File: src/rtl/staged_wdog.sv
module staged_wdog #(
  parameter int NUM_TIMERS = 16,
  parameter int ADDR_W     = 4,
  parameter int DATA_W     = 32,
  parameter logic [31:0] UNLOCK_KEY = 32'h0000_C45A,
  parameter int LAST_STAGE = 5
) (
  input  logic                  clk,
  input  logic                  rst_n,
  input  logic                  wr_en,
  input  logic [ADDR_W-1:0]     wr_addr,
  input  logic [DATA_W-1:0]     wr_data,
  input  logic [ADDR_W-1:0]     rd_addr,
  output logic [DATA_W-1:0]     rd_data,
  input  logic [NUM_TIMERS-1:0] tick_in,
  output logic                  irq_local,
  output logic                  irq_fast,
  output logic                  irq_remote,
  output logic                  dbg_rst_req,
  output logic                  por_rst_req
);
  localparam int CFG_W = 17;
  localparam int PER_W = 8;
  localparam int STG_W = $clog2(LAST_STAGE + 1);
  localparam logic [ADDR_W-1:0] A_CFG = ADDR_W'(4'h0);
  localparam logic [ADDR_W-1:0] A_CMD = ADDR_W'(4'h8);
  localparam logic [ADDR_W-1:0] A_KEY = ADDR_W'(4'hC);

  logic [CFG_W-1:0] cfg;
  logic             running, locked, key_ok;
  logic [STG_W-1:0] stage;
  logic [PER_W-1:0] pcnt;
  logic             tick_sel;

  wire cfg_wr   = wr_en && (wr_addr == A_CFG);
  wire cmd_wr   = wr_en && (wr_addr == A_CMD);
  wire key_wr   = wr_en && (wr_addr == A_KEY);
  wire do_stop  = cmd_wr && wr_data[1] && key_ok;
  wire do_start = cmd_wr && wr_data[0] && !do_stop;
  wire lock_now = locked || (running && cfg[12]);

  wire [PER_W-1:0] per_raw = cfg[11:4];
  wire [PER_W-1:0] per_eff = (per_raw == '0) ? PER_W'(1) : per_raw;
  wire             wrap    = ({1'b0, pcnt} + 1'b1) >= {1'b0, per_eff};

  always_comb begin
    tick_sel = 1'b0;
    for (int i = 0; i < NUM_TIMERS; i++)
      if (cfg[3:0] == 4'(i)) tick_sel = tick_in[i];
  end

  always_ff @(posedge clk or negedge rst_n) begin
    if (!rst_n) begin
      cfg <= '0;
    end else if (cfg_wr && !lock_now) begin
      cfg <= wr_data[CFG_W-1:0];
    end
  end

  always_ff @(posedge clk or negedge rst_n) begin
    if (!rst_n) begin
      running <= 1'b0;
      stage   <= '0;
      pcnt    <= '0;
    end else if (do_stop) begin
      running <= 1'b0;
      stage   <= '0;
      pcnt    <= '0;
    end else if (do_start) begin
      running <= 1'b1;
      stage   <= '0;
      pcnt    <= '0;
    end else if (running && tick_sel) begin
      if (wrap) begin
        pcnt <= '0;
        if (stage < STG_W'(LAST_STAGE)) stage <= stage + 1'b1;
      end else begin
        pcnt <= pcnt + 1'b1;
      end
    end
  end

  always_ff @(posedge clk or negedge rst_n) begin
    if (!rst_n) begin
      locked <= 1'b0;
      key_ok <= 1'b0;
    end else begin
      locked <= lock_now;
      if (cmd_wr)      key_ok <= 1'b0;
      else if (key_wr) key_ok <= (32'(wr_data) == UNLOCK_KEY);
    end
  end

  assign irq_local   = cfg[12] && (stage >= STG_W'(1));
  assign irq_fast    = cfg[13] && (stage >= STG_W'(2));
  assign irq_remote  = cfg[14] && (stage >= STG_W'(3));
  assign dbg_rst_req = cfg[15] && (stage >= STG_W'(4));
  assign por_rst_req = cfg[16] && (stage >= STG_W'(5));

  assign rd_data = (rd_addr == A_CFG) ? {{(DATA_W-CFG_W){1'b0}}, cfg} : '0;

  AST_STAGE_MAX: assert property (@(posedge clk) disable iff (!rst_n)
    stage <= STG_W'(LAST_STAGE));
  AST_STAGE_STEP: assert property (@(posedge clk) disable iff (!rst_n)
    1'b1 |=> (stage == $past(stage) || stage == $past(stage) + 1'b1 || stage == '0));
  AST_START_CLEARS: assert property (@(posedge clk) disable iff (!rst_n)
    (cmd_wr && wr_data[0] && !wr_data[1]) |=> (running && stage == '0));
  AST_NO_KEY_NO_STOP: assert property (@(posedge clk) disable iff (!rst_n)
    (cmd_wr && !key_ok && running) |=> running);
  AST_STOPPED_IDLE: assert property (@(posedge clk) disable iff (!rst_n)
    !running |-> (stage == '0));
  AST_KEY_USED: assert property (@(posedge clk) disable iff (!rst_n)
    cmd_wr |=> !key_ok);
  AST_LOCK_HOLDS: assert property (@(posedge clk) disable iff (!rst_n)
    (locked && cfg_wr) |=> $stable(cfg));
  AST_LOCK_STICKY: assert property (@(posedge clk) disable iff (!rst_n)
    locked |=> locked);
endmodule

File: config.mk
export PLATFORM = sky130hd
export DESIGN_NAME = staged_wdog
export DESIGN_NICKNAME = d
export VERILOG_FILES = /design/src/rtl/staged_wdog.sv
export SDC_FILE = /design/constraint.sdc
export NUM_CORES = 1
export LEC_CHECK = 0
export BUFFER_PORTS_ARGS = -buffer_cell sky130_fd_sc_hd__buf_2
export CAP_MARGIN = 15
export CORE_MARGIN = 2
export CORE_UTILIZATION = 45
export CTS_CLUSTER_DIAMETER = 80
export DETAILED_ROUTE_END_ITERATION = 12
export GPL_TIMING_DRIVEN = 1
export HOLD_SLACK_MARGIN = 0.15
export PLACE_DENSITY = 0.76
export SYNTH_ARGS = -nofsm -noshare
export SYNTH_HDL_FRONTEND = slang
export SYNTH_SLANG_ARGS = --single-unit
export TNS_END_PERCENT = 5
File: constraint.sdc
create_clock -name clk -period 3.3 [get_ports clk]
set_input_delay 0.33 -clock clk [delete_from_list [all_inputs] [get_ports clk]]
set_output_delay 0.33 -clock clk [all_outputs]
set_load 0.01 [all_outputs]
==> flow_summary.ini <==
[outcome]
status = finished, final reports clean

[clocking]
cts.sink_count = 31
htree_levels = 2
cts_tree = done
clk_pin_slew_ns = 0.07
cts-root-buf = clkbuf_8
cts_buffers = 5
cts_resized = 0
cts_setup_buffers = 0
clock_latency_ns = 0.28
clock_path_buffers = 2

[timing]
rsz0062_at_grt = no
hold_violations = 0
tns_ns = 0
fin_ws_ns = 0.4326
clock_skew_ns = 0.004921
hold-worst-slack_ns = 0.2922
slew_violations = 0
layout_min_cycle_time_ns = 2.867
setup_viol = 0
slew_headroom = 0.5329
tightest_slew_ns = 0.7006
finalCritPeriodShare = 0.8689
max_freq_ghz = 0.3487

[pwr]
power_density_nw_per_um2 = 625.9
internal_power_mw = 1.005
p_leak_nw = 1.380
switching_share = 0.4261
p_sw_mw = 0.7465
seqPwrFrac = 0.378
irDropWorstVdd_mv = 0.3397
p_comb_frac = 0.450
p_clk_frac = 0.172

[critical_path]
regToRegStartpoint = pcnt[0]$_DFFE_PN0P_
arrival_ns = 3.09
reg2reg_slack_ns = 0.43
crit_path_start_kind = register
required_ns = 3.52
critPathLaunch = pcnt[0]$_DFFE_PN0P_
worstSetupEndpointType = register
cp_max_fo = 6
r2r_cells = 11
r2r_end = pcnt[6]$_DFFE_PN0P_
critical_path_class = register to register
cp-endpoint = pcnt[6]$_DFFE_PN0P_

[detailed_routing]
vias_per_cell = 5.179
drc = 0
vias = 1968
drtAntennaViolNets = 0
wl_um = 5450
routedWlPerCell_um = 14.34
firstDrtPassIters = 4
drt_iter0_markers = 139

[global_route]
grt_usage = 0.2057
grt_overflow_total = 0
grt_pass1_vias = 1879
grt_pass1_wl_um = 8942
antenna_found_initial = 0
grt_max_degree = 32

[yosys]
synth_area_um2 = 2307
ys_types = 61
ys.flop_type = dfrtp_1
syn_inst = 230
ys_seq_elements = 31
async_flop_share = 1.000
synth_edf_count = 0
synth_warnings = 0
yosysSeqAreaShare = 0.3362
syn_avg_cell_area_um2 = 10.03

[finish]
finish.utilization = 0.5551
finalNetCount = 381
syn2layout_area_growth_pct = 21.31
layout-drive-gt1-share = 0.3839
layoutNonFillerInstCount = 380
antennaDiodeCount = 0

[hold_path]
hold_path_class = input pin to register

[die]
core_um2 = 5042
dieArea_um2 = 5716
rows = 26
io_pins = 96
fp.dieH_um = 75.61
die_x_um = 75.61
initial_core_util = 0.4576

[place]
port_buffers = 80
dpl.cell_count = 371
gp_congestion = 0.8579
hpwl_um = 4356
pre_cts_ws_ns = 0.4843

[flow_run]
drv_cap = 0
-- cells in the mapped netlist, types with 3 or more instances --
cell	number	area share
nand3_1	10	0.022
and2_1	18	0.049
o21a_1	3	0.0098
xor2_1	3	0.011
a21oi_1	4	0.0087
mux2_2	17	0.083
clkbuf_1	6	0.0098
nor2b_1	5	0.014
buf_4	17	0.055
nor2_1	6	0.0098
a32o_1	3	0.013
a31oi_1	3	0.0081
a21o_1	4	0.013
ha_1	13	0.071
nand2_1	11	0.018
dfrtp_1	31	0.34
xnor2_1	3	0.011
inv_1	10	0.016
nor3_1	7	0.015
mux2i_1	3	0.013
nor4_1	5	0.014
o21ai_0	5	0.011
-- how the worst min path moves through the flow --
stage	startpoint	endpoint	slack, ns	depth (start not counted)
after floorplan	rst_n	cfg[0]$_DFFE_PN0P_	0.03	0
after global placement	rst_n	cfg[10]$_DFFE_PN0P_	0.42	1
after detailed placement	rst_n	cfg[8]$_DFFE_PN0P_	0.42	1
after CTS	wr_data[1]	running$_DFFE_PN0P_	0.29	2
after global routing	wr_data[6]	cfg[6]$_DFFE_PN0P_	0.29	2
final	wr_data[6]	cfg[6]$_DFFE_PN0P_	0.29	2
-- metal layers --
metal / vias up / routed length [um] / global-route usage
li1: 974 / - / -
met1: 925 / 2496 / 0.2892
met2: 62 / 2674 / 0.3391
met3: 7 / 221 / 0.02381
met4: 0 / 58 / 0.05263
met5: - / 0 / 0
-- worst max-delay path: stages, from the launching register on --
cell and delay [ns]:
dfrtp_1 0.43, ha_1 0.28, nand2_1 0.09, nor2_1 0.22, xor2_1 0.21, ha_1 0.27, nand3_1 0.08, nor3_1 0.04
or4_4 0.43, or2_0 0.38, nor4b_4 0.26, a31o_1 0.12
-- metrics by stage --
step	power, mW	instance area (um2)
global placement	1.423	2700
global route	1.900	2799
CTS	1.753	2799
detailed placement	1.442	2700
floorplan	1.242	2360
finish	1.752	2799
-- timing repair --
| item | CTS | global route |
|---|---|---|
| hold buffers | 1 | 0 |
| hold endpoints to repair | 31 | 0 |
| endpoints found under the setup margin | 0 | 0 |
-- power groups by stage --
stage	Clock (mW)	Combinational, mW	Sequential, mW
3_5_place_dp	0	0.777	0.666
5_1_grt	0.326	0.889	0.685
3_3_place_gp	0	0.763	0.660
6_report	0.301	0.789	0.662
4_1_cts	0.304	0.791	0.658
2_1_floorplan	0	0.664	0.577
-- final cells by class --
cell class                 count  area (um2)
inverter                      11       41.29
tap                           70       87.58
fill                         468        2243
clock inverter                 3       20.02
clock buffer                   5       68.82
sequential                    31       775.7
multi-input combinational    178        1388
timing repair buffer          82       417.9
-- cells by family (layout without fill, tap and decap cells) --
| group | Yosys count | after routing | synth area share |
|---|---|---|---|
| and+or+nand+nor | 81 | 81 | 0.2186 |
| adders and majority gates | 13 | 13 | 0.07050 |
| buffers and inverters | 35 | 101 | 0.08785 |
| other | 1 | 15 | 0.001625 |
| AOI/OAI and AO/OA | 41 | 41 | 0.1519 |
| muxes | 22 | 22 | 0.1106 |
| xor gates and xnor gates | 6 | 6 | 0.02278 |
| DFF | 31 | 31 | 0.3362 |
-- sequential cells by signal, summed over array words and instances (netlist names) --
| signal | flops |
|---|---|
| running | 1 |
| key_ok | 1 |
| stage | 3 |
| pcnt | 8 |
| cfg | 17 |
| locked | 1 |
-- cells in the final DEF (no fill, tap or decap), drive strengths merged, types with 6 or more instances in the layout --
| cell type | n |
|---|---|
| dfrtp | 31 |
| ha | 13 |
| mux2 | 18 |
| inv | 11 |
| nand3 | 10 |
| nor3 | 7 |
| nand2 | 11 |
| buf | 81 |
| nor2 | 7 |
| conb | 15 |
| o21ai | 6 |
| and2 | 18 |
No activity file was read; power rests on OpenSTA's default activity.
